===== config.mk =====
export PLATFORM = sky130hd
export DESIGN_NAME = pport_regblk
export DESIGN_NICKNAME = d
export VERILOG_FILES = /design/src/rtl/pport_regblk.sv
export SDC_FILE = /design/constraint.sdc
export NUM_CORES = 1
export LEC_CHECK = 0
export BUFFER_PORTS_ARGS = -buffer_cell sky130_fd_sc_hd__buf_2
export CAP_MARGIN = 10
export CORE_ASPECT_RATIO = 1.5
export CORE_UTILIZATION = 35
export CTS_CLUSTER_DIAMETER = 120
export CTS_CLUSTER_SIZE = 40
export DETAILED_ROUTE_END_ITERATION = 16
export GPL_TIMING_DRIVEN = 0
export SYNTH_ARGS = -nofsm -noshare
export SYNTH_HDL_FRONTEND = slang
export SYNTH_SLANG_ARGS = --single-unit

===== constraint.sdc =====
create_clock -name clk -period 1.8 [get_ports clk]
set_clock_uncertainty 0.1 [all_clocks]
set_input_delay 0.09 -clock clk [delete_from_list [all_inputs] [get_ports clk]]
set_output_delay 0.09 -clock clk [all_outputs]
set_load 0.02 [all_outputs]

===== src/rtl/pport_regblk.sv =====
module pport_regblk #(
  parameter int ADDR_W      = 11,
  parameter int SYNC_STAGES = 2
) (
  input  logic              clk,
  input  logic              rst_n,
  input  logic [ADDR_W-1:0] bus_addr,
  input  logic              bus_rd,
  input  logic              bus_wr,
  input  logic [7:0]        bus_wdata,
  output logic [7:0]        bus_rdata,
  input  logic [7:0]        pd_in,
  output logic [7:0]        pd_out,
  output logic              pd_oe,
  output logic              strobe_pin,
  output logic              autofd_pin,
  output logic              init_pin,
  output logic              select_pin,
  input  logic              err_pin,
  input  logic              selin_pin,
  input  logic              pe_pin,
  input  logic              ack_pin,
  input  logic              busy_pin,
  input  logic              timeout_pulse,
  input  logic              fifo_empty,
  input  logic              fifo_full,
  output logic              irq
);
  localparam logic [ADDR_W-1:0] A_DATA = ADDR_W'(11'h000);
  localparam logic [ADDR_W-1:0] A_STAT = ADDR_W'(11'h001);
  localparam logic [ADDR_W-1:0] A_CTRL = ADDR_W'(11'h002);
  localparam logic [ADDR_W-1:0] A_CONF = ADDR_W'(11'h402);
  localparam logic [2:0]        M_EPP  = 3'b100;
  localparam int                SW     = 13;

  logic [7:0]    lat_q;
  logic [5:0]    ctrl_q;
  logic [2:0]    mode_q;
  logic          to_q, pend_q, ack_d;
  logic [SW-1:0] sync_q [SYNC_STAGES];
  logic [SW-1:0] s;
  logic          ack_rise, in_mode;
  logic [7:0]    stat_v;

  assign s        = sync_q[SYNC_STAGES-1];
  assign ack_rise = s[11] & ~ack_d;
  assign in_mode  = (mode_q == M_EPP) && ctrl_q[5];
  assign stat_v   = {~s[12], s[11], s[10], s[9], s[8], 2'b00, to_q};

  always_ff @(posedge clk) begin
    if (!rst_n) begin
      for (int i = 0; i < SYNC_STAGES; i++) sync_q[i] <= '0;
      ack_d <= 1'b0;
    end else begin
      sync_q[0] <= {busy_pin, ack_pin, pe_pin, selin_pin, err_pin, pd_in};
      for (int i = 1; i < SYNC_STAGES; i++) sync_q[i] <= sync_q[i-1];
      ack_d <= s[11];
    end
  end

  always_ff @(posedge clk) begin
    if (!rst_n) begin
      lat_q  <= '0;
      ctrl_q <= '0;
      mode_q <= '0;
      to_q   <= 1'b0;
      pend_q <= 1'b0;
    end else begin
      if (bus_wr && bus_addr == A_DATA) lat_q  <= bus_wdata;
      if (bus_wr && bus_addr == A_CTRL) ctrl_q <= bus_wdata[5:0];
      if (bus_wr && bus_addr == A_CONF) mode_q <= bus_wdata[7:5];
      if (timeout_pulse) to_q <= 1'b1;
      else if (bus_wr && bus_addr == A_STAT && bus_wdata[0]) to_q <= 1'b0;
      if (ack_rise) pend_q <= 1'b1;
      else if (bus_rd && bus_addr == A_STAT) pend_q <= 1'b0;
    end
  end

  always_comb begin
    bus_rdata = 8'h00;
    if (bus_rd) begin
      case (bus_addr)
        A_DATA:  bus_rdata = in_mode ? s[7:0] : lat_q;
        A_STAT:  bus_rdata = stat_v;
        A_CTRL:  bus_rdata = {2'b00, ctrl_q};
        A_CONF:  bus_rdata = {mode_q, 3'b000, fifo_full, fifo_empty};
        default: bus_rdata = 8'h00;
      endcase
    end
  end

  assign pd_out     = lat_q;
  assign pd_oe      = ~in_mode;
  assign strobe_pin = ~ctrl_q[0];
  assign autofd_pin = ~ctrl_q[1];
  assign init_pin   =  ctrl_q[2];
  assign select_pin = ~ctrl_q[3];
  assign irq        = pend_q & ctrl_q[4];
endmodule


==> reports/metrics.cfg, run 1 <==
[logic_synthesis]
yosysWarningCount=0
ys_ff_latch=46
yosys-top-cells-area=dfxtp_1 49%, mux2i_1 12%, and2_1 9.3%, nand2_1 6.4%, nor2_1 2.8%
syn_area_per_cell_um2=9.46
synth.net_count=238
yosysMostFrequentCell=dfxtp_1
synth.largest_area_cell=dfxtp_1
synth_cells=199
synth_common_cells=46 x dfxtp_1, 32 x nand2_1, 28 x and2_1, 22 x mux2i_1, 14 x nor2_1
synth_edf_count=0
ys_async_sr_fraction_pct=0
syn_area_mm2=0.00188
synth_seq_area_share_pct=48.9
synthFlopType=dfxtp_1
synth.distinct_cells=28
synth_top_area_share_pct=48.9

[placement]
gp_congestion=0.793
dp.final_hpwl_um=3180
placed_cells=325
port_buffers=58

[setup_path]
path_cells=nor4bb_4 > clkbuf_8 > mux2_4 > o211ai_1 > a21oi_1 > buf_4
cpPeakStageDelay_ns=0.36
crit_fanout=5
arrival_ns=1.97
slowest_stage=dfxtp_4
reg2reg_from=sync_q[0][24]
critPathBufInv=2
cpLargestDelayFamily=buffers and inverters
ff2ff_setup_slack_ns=0.95
crit_type=reg2out
worst_setup_path_end_kind=primary output
worstPathRequired_ns=1.61
worst-path-stages=6
r2r_cells=2
critPathLaunchType=flip-flop
r2r-end=pend_q

[flow_run]
drv_cap=0

[drt]
wl_um=4500
vias=1647
drt_pre_antenna_iters=4
drcViolationCount=0
ant_nets=0
avgRoutedWirePerCell_um=12.5
viasPerCell=4.58
drt_iter0_drc=71

[clock_network]
cts.sinks=46
clk_latency_ns=0.29
cts-root-buf=clkbuf_8
cts_max_level=2
clkTransAtPathRegs_ns=0.09
cts_made_buffers=5
cts_tree=done
ctsLongestPathBuffers=2

[min_path]
whs_endpoint=pend_q
hold_class=in2reg
holdPathStages=2
hp-start=rst_n

[cells_and_area]
nNetsFinal=330
drive_gt1_share_pct=30.5
stdcell_count=360
syn2layout_area_growth_pct=41.7
insertedDiodeCount=0

[pwr]
netSwitchingFraction_pct=23.6
comb_power_share_pct=9.1
power.share.sequential_pct=56.9
finalPower_uw=1850
clock_power_share_pct=34.0
p_int_uw=1410
power.density_mw_per_mm2=692
switching_power_uw=435
peakVddDrop_uv=550
p_leak_uw=0.00119

[sta]
maxSlewViolCount=0
setup_viol=8
final.min_clock_period_ns=2.16
finalWorstSetupSlack_ns=-0.358
finalSetupTns_ns=-2.36
worst_pin_slew_ns=0.601
hold_violations=0
rsz0062_at_grt=yes
max_clock_freq_mhz=463
slew_headroom_pct=59.6
finalCritPeriodShare_pct=120

[floorplanning]
die_y_um=91.8
rows=32
die_w_um=61.9
die_area_mm2=0.00568
core_area_mm2=0.00516
start_util_pct=36.5
io_pins=61

[grt]
first_global_vias=1484
grt.total_usage_pct=16.7
grt_antenna_before_repair=0
grt_max_degree=16
grt_pass1_wl_um=6850
grt_overflow=0

[run_status]
status=complete, but fails checks
violations=setup timing

-- sequential cells by signal, summed over array words and instances, names as in the netlist --
register  cells
ack_d         1
sync_q       26
pd_out        8
to_q          1
mode_q        3
pend_q        1
ctrl_q        6
-- kinds of logic after synthesis --
kind of cell	Yosys count	synth area share [%]
and+or+nand+nor	88	25.1
DFF	46	48.9
AOI/OAI and AO/OA	20	7.11
buffers and inverters	19	4.85
muxes	26	14.1
-- through the flow --
stage / utilization, % / hold slack, ns / area [um^2] / setup WS, ns
after detailed placement: 43.8 / 0.199 / 2260 / -0.239
after floorplan: - / 0.114 / 1880 / 0.0485
after CTS: 51.4 / 0.0180 / 2650 / -0.339
after global routing: 51.7 / 0.0284 / 2670 / -0.427
after global placement: 43.8 / 0.199 / 2260 / -0.267
final: 51.7 / 0.0164 / 2670 / -0.358
-- metal layers --
layer / routed length [um] / global-route usage, %
met2: 2280 / 29.2
met3: 240 / 3.67
met4: 129 / 7.96
met1: 1850 / 17.9
met5: 0 / 0
-- final cells by class --
cell class,instances,area (um^2)
fillers,495,2500
flip-flops and latches,46,930
multi-input cells,134,893
repair buffers,85,569
well taps,68,85.1
plain buffers,12,75.1
clock buffers,5,68.8
inverters,7,26.3
clock inverters,3,21.3
-- power groups by stage --
| stage | clock network, uW | logic (uW) | registers, uW |
|---|---|---|---|
| after floorplan | 0 | 70.7 | 1080 |
| after detailed placement | 0 | 132 | 1080 |
| after global placement | 0 | 132 | 1080 |
| after global routing | 678 | 186 | 1050 |
| final | 627 | 167 | 1050 |
| after CTS | 628 | 169 | 1050 |
-- how the worst max path moves through the flow --
stage                           start           end  slack (ns)
after floorplan           bus_addr[9]  bus_rdata[0]        0.05
after global placement    bus_addr[9]  bus_rdata[4]       -0.27
after detailed placement  bus_addr[9]  bus_rdata[3]       -0.24
after CTS                   mode_q[0]  bus_rdata[3]       -0.34
after global routing        mode_q[1]  bus_rdata[7]       -0.43
final                       mode_q[1]  bus_rdata[7]       -0.36
-- what timing repair did --
| action | 4_1_cts | 5_1_grt |
|---|---|---|
| setup buffers | 4 | 1 |
| hold endpoints to repair | 29 | 0 |
| hold buffers | 22 | 0 |
| cloned | 1 | 0 |
| pin swaps | 3 | 8 |
| resized for setup | 13 | 8 |
| endpoints found under the setup margin | 8 | 9 |
-- placed cells by master (no fill, tap or decap), drive strengths merged, types with 3 or more instances in the layout --
master       instances
buf                 67
dfxtp               46
nand2               32
and2                28
mux2i               22
dlygate4sd3         22
nor2                14
clkbuf              13
inv                  6
o211ai               6
a21oi                6
nand3                6
mux2                 4
o21ai                3
clkinv               3
Note: power is estimated with default switching activity, not from simulation.
==> run 2: changes to the inputs <==
==> constraint.sdc (replaced) <==
create_clock -name clk -period 2.5 [get_ports clk]
set_clock_uncertainty 0.1 [all_clocks]
set_input_delay 0.125 -clock clk [delete_from_list [all_inputs] [get_ports clk]]
set_output_delay 0.125 -clock clk [all_outputs]
set_load 0.02 [all_outputs]
==> reports/metrics.cfg, run 2 (synthesis gave the netlist of run 1 again) <==
[run_status]
status=finished clean  ; was complete, but fails checks

[placement]
dp.final_hpwl_um=3220  ; was 3180 um
placed_cells=325  ; unchanged
gp_congestion=0.838  ; was 0.793
port_buffers=58  ; unchanged
placed_area_mm2=0.00226  ; about the same

[sta]
hold_violations=0  ; unchanged
final.min_clock_period_ns=2.31
whs_ns=0.00811  ; was 0.0164 ns
slew_headroom_pct=60.5  ; was 59.6%
finalCritPeriodShare_pct=92.4
maxSlewViolCount=0  ; unchanged
finalSetupTns_ns=0  ; was -2.36 ns
rsz0062_at_grt=no  ; was yes
worst_pin_slew_ns=0.587  ; was 0.601 ns
max_clock_freq_mhz=433
setup_viol=0  ; was 8

[clock_network]
clkTransAtPathRegs_ns=0.09  ; about the same
ctsLongestPathBuffers=2  ; unchanged
post-cts-setup-buffers=0  ; was 4
cts_max_level=2  ; unchanged
cts_tree=done  ; unchanged
cts.sinks=46  ; unchanged
cts_made_buffers=5  ; unchanged
cts-root-buf=clkbuf_8  ; unchanged
clk_latency_ns=0.30  ; was 0.29 ns

[floorplanning]
die_w_um=61.9  ; unchanged
io_pins=61  ; unchanged
rows=32  ; unchanged
core_area_mm2=0.00516  ; unchanged
start_util_pct=36.5  ; unchanged
die_y_um=91.8  ; unchanged
die_area_mm2=0.00568  ; unchanged

[cells_and_area]
final_cell_mix=59 x buf_2, 46 x dfxtp_1, 32 x nand2_1  ; was 52 x buf_2, 43 x dfxtp_1, 32 x nand2_1
drive_gt1_share_pct=28.2  ; was 30.5%
final_cell_area_mm2=0.00256  ; was 0.00267 mm^2
fill_cells=500  ; was 495
stdcell_count=352  ; was 360
syn2layout_area_growth_pct=35.9  ; was 41.7%
nNetsFinal=322  ; was 330
largest_register=sync_q  ; unchanged
layout_commonest_cell=buf_2  ; unchanged
regArea_um2=921  ; was 930 um^2
multiInputGateArea_um2=871  ; was 893 um^2
largest_reg_flops=26  ; unchanged
insertedDiodeCount=0  ; unchanged

[pwr]
power.density_mw_per_mm2=552  ; was 692 mW/mm^2
p_leak_uw=0.00116  ; was 0.00119 uW
clock_power_share_pct=38.0  ; was 34.0%
finalPower_uw=1410  ; was 1850 uW
p_int_uw=1110  ; was 1410 uW
netSwitchingFraction_pct=21.3  ; was 23.6%
comb_power_share_pct=8.4  ; was 9.1%
peakVddDrop_uv=335  ; was 550 uV
switching_power_uw=301  ; was 435 uW
power.share.sequential_pct=53.7  ; was 56.9%

[drt]
avgRoutedWirePerCell_um=12.5  ; about the same
drt_pre_antenna_iters=4  ; unchanged
drt_iter0_drc=38  ; was 71
wl_um=4390  ; was 4500 um
ant_nets=0  ; unchanged
viasPerCell=4.51  ; was 4.58
drcViolationCount=0  ; unchanged
vias=1587  ; was 1,647

[min_path]
hold_class=in2reg  ; unchanged
holdPathStages=3  ; was 2
hp-start=bus_wdata[0]  ; was rst_n
whs_endpoint=ctrl_q[0]  ; was pend_q

[setup_path]
critPathBufInv=2  ; unchanged
worst_setup_path_end_kind=primary output  ; unchanged
worstPathRequired_ns=2.28  ; was 1.61 ns
r2r-end=pend_q  ; unchanged
critPathLaunchType=flip-flop  ; unchanged
r2r_cells=2  ; unchanged
arrival_ns=2.08  ; was 1.97 ns
path_cells=nor4bb_1 > clkbuf_2 > mux2_2 > o211ai_1 > a21oi_1 > buf_2  ; was nor4bb_4 > clkbuf_8 > mux2_4 > o211ai_1 > a21oi_1 > buf_4
cpLargestDelayFamily=buffers and inverters  ; unchanged
cpPeakStageDelay_ns=0.37  ; was 0.36 ns
crit_type=reg2out  ; unchanged
crit_fanout=9  ; was 5
reg2reg_from=sync_q[0][24]  ; unchanged
ff2ff_setup_slack_ns=1.66  ; was 0.95 ns
slowest_stage=mux2_2  ; was dfxtp_4

[grt]
grt.total_usage_pct=16.6  ; was 16.7%
first_global_vias=1515  ; was 1,484
grt_max_degree=15  ; was 16
grt_overflow=0  ; unchanged
grt_pass1_wl_um=6890  ; was 6850 um
grt_antenna_before_repair=0  ; unchanged

[flow_run]
drv_cap=0  ; unchanged

-- run 2: worst max path at each step --
stage / start / end / slack (ns) / cells past startpoint
floorplan: mode_q[2] / bus_rdata[7] / 0.64 / 5
global placement: mode_q[2] / bus_rdata[7] / 0.32 / 6
detailed placement: mode_q[2] / bus_rdata[7] / 0.31 / 6
CTS: mode_q[2] / bus_rdata[7] / 0.18 / 6
global route: mode_q[2] / bus_rdata[7] / 0.04 / 6
finish: mode_q[2] / bus_rdata[7] / 0.19 / 6
-- run 2: layout make-up --
cell class / count / area share (%)
sequential: 46 / 36.0
multi-input combinational: 134 / 34.0
timing repair buffer: 77 / 18.8
tap: 68 / 3.33
clock buffer: 5 / 2.69
buffer: 12 / 2.59
clock inverter: 3 / 1.56
inverter: 7 / 1.03
-- run 2: power groups by stage --
stage / Combinational, uW / Clock (uW) / Sequential, uW
finish: 118 / 536 / 759
global route: 131 / 579 / 761
CTS: 118 / 547 / 759
detailed placement: 95.8 / 0 / 776
global placement: 94.3 / 0 / 776
floorplan: 50.9 / 0 / 775
-- run 2: timing repair --
action | 4_1_cts | 5_1_grt
hold endpoints to repair | 23 | 0
endpoints found under the setup margin | 3 | 0
gates resized for setup | 1 | 0
hold buffers | 19 | 0
-- run 2: worst reg2reg max path, stage by stage (launching register included) --
cell and delay [ns]:
dfxtp_1 0.31, and2_1 0.14, a32o_1 0.19
-- run 2: routing by layer --
layer	vias to the layer above	part of all wire (%)	global-route usage, %
li1	830	-	-
met1	705	41	17.5
met2	46	53	30.3
met3	6	3.9	3.53
met4	0	1.6	6.67
met5	-	0	0
-- run 2: metrics by stage --
step | utilization [%] | setup WS (ns)
3_3_place_gp | 43.7 | 0.320
5_1_grt | 49.5 | 0.0355
6_report | 49.5 | 0.191
3_5_place_dp | 43.7 | 0.306
4_1_cts | 49.5 | 0.181
2_1_floorplan | - | 0.640
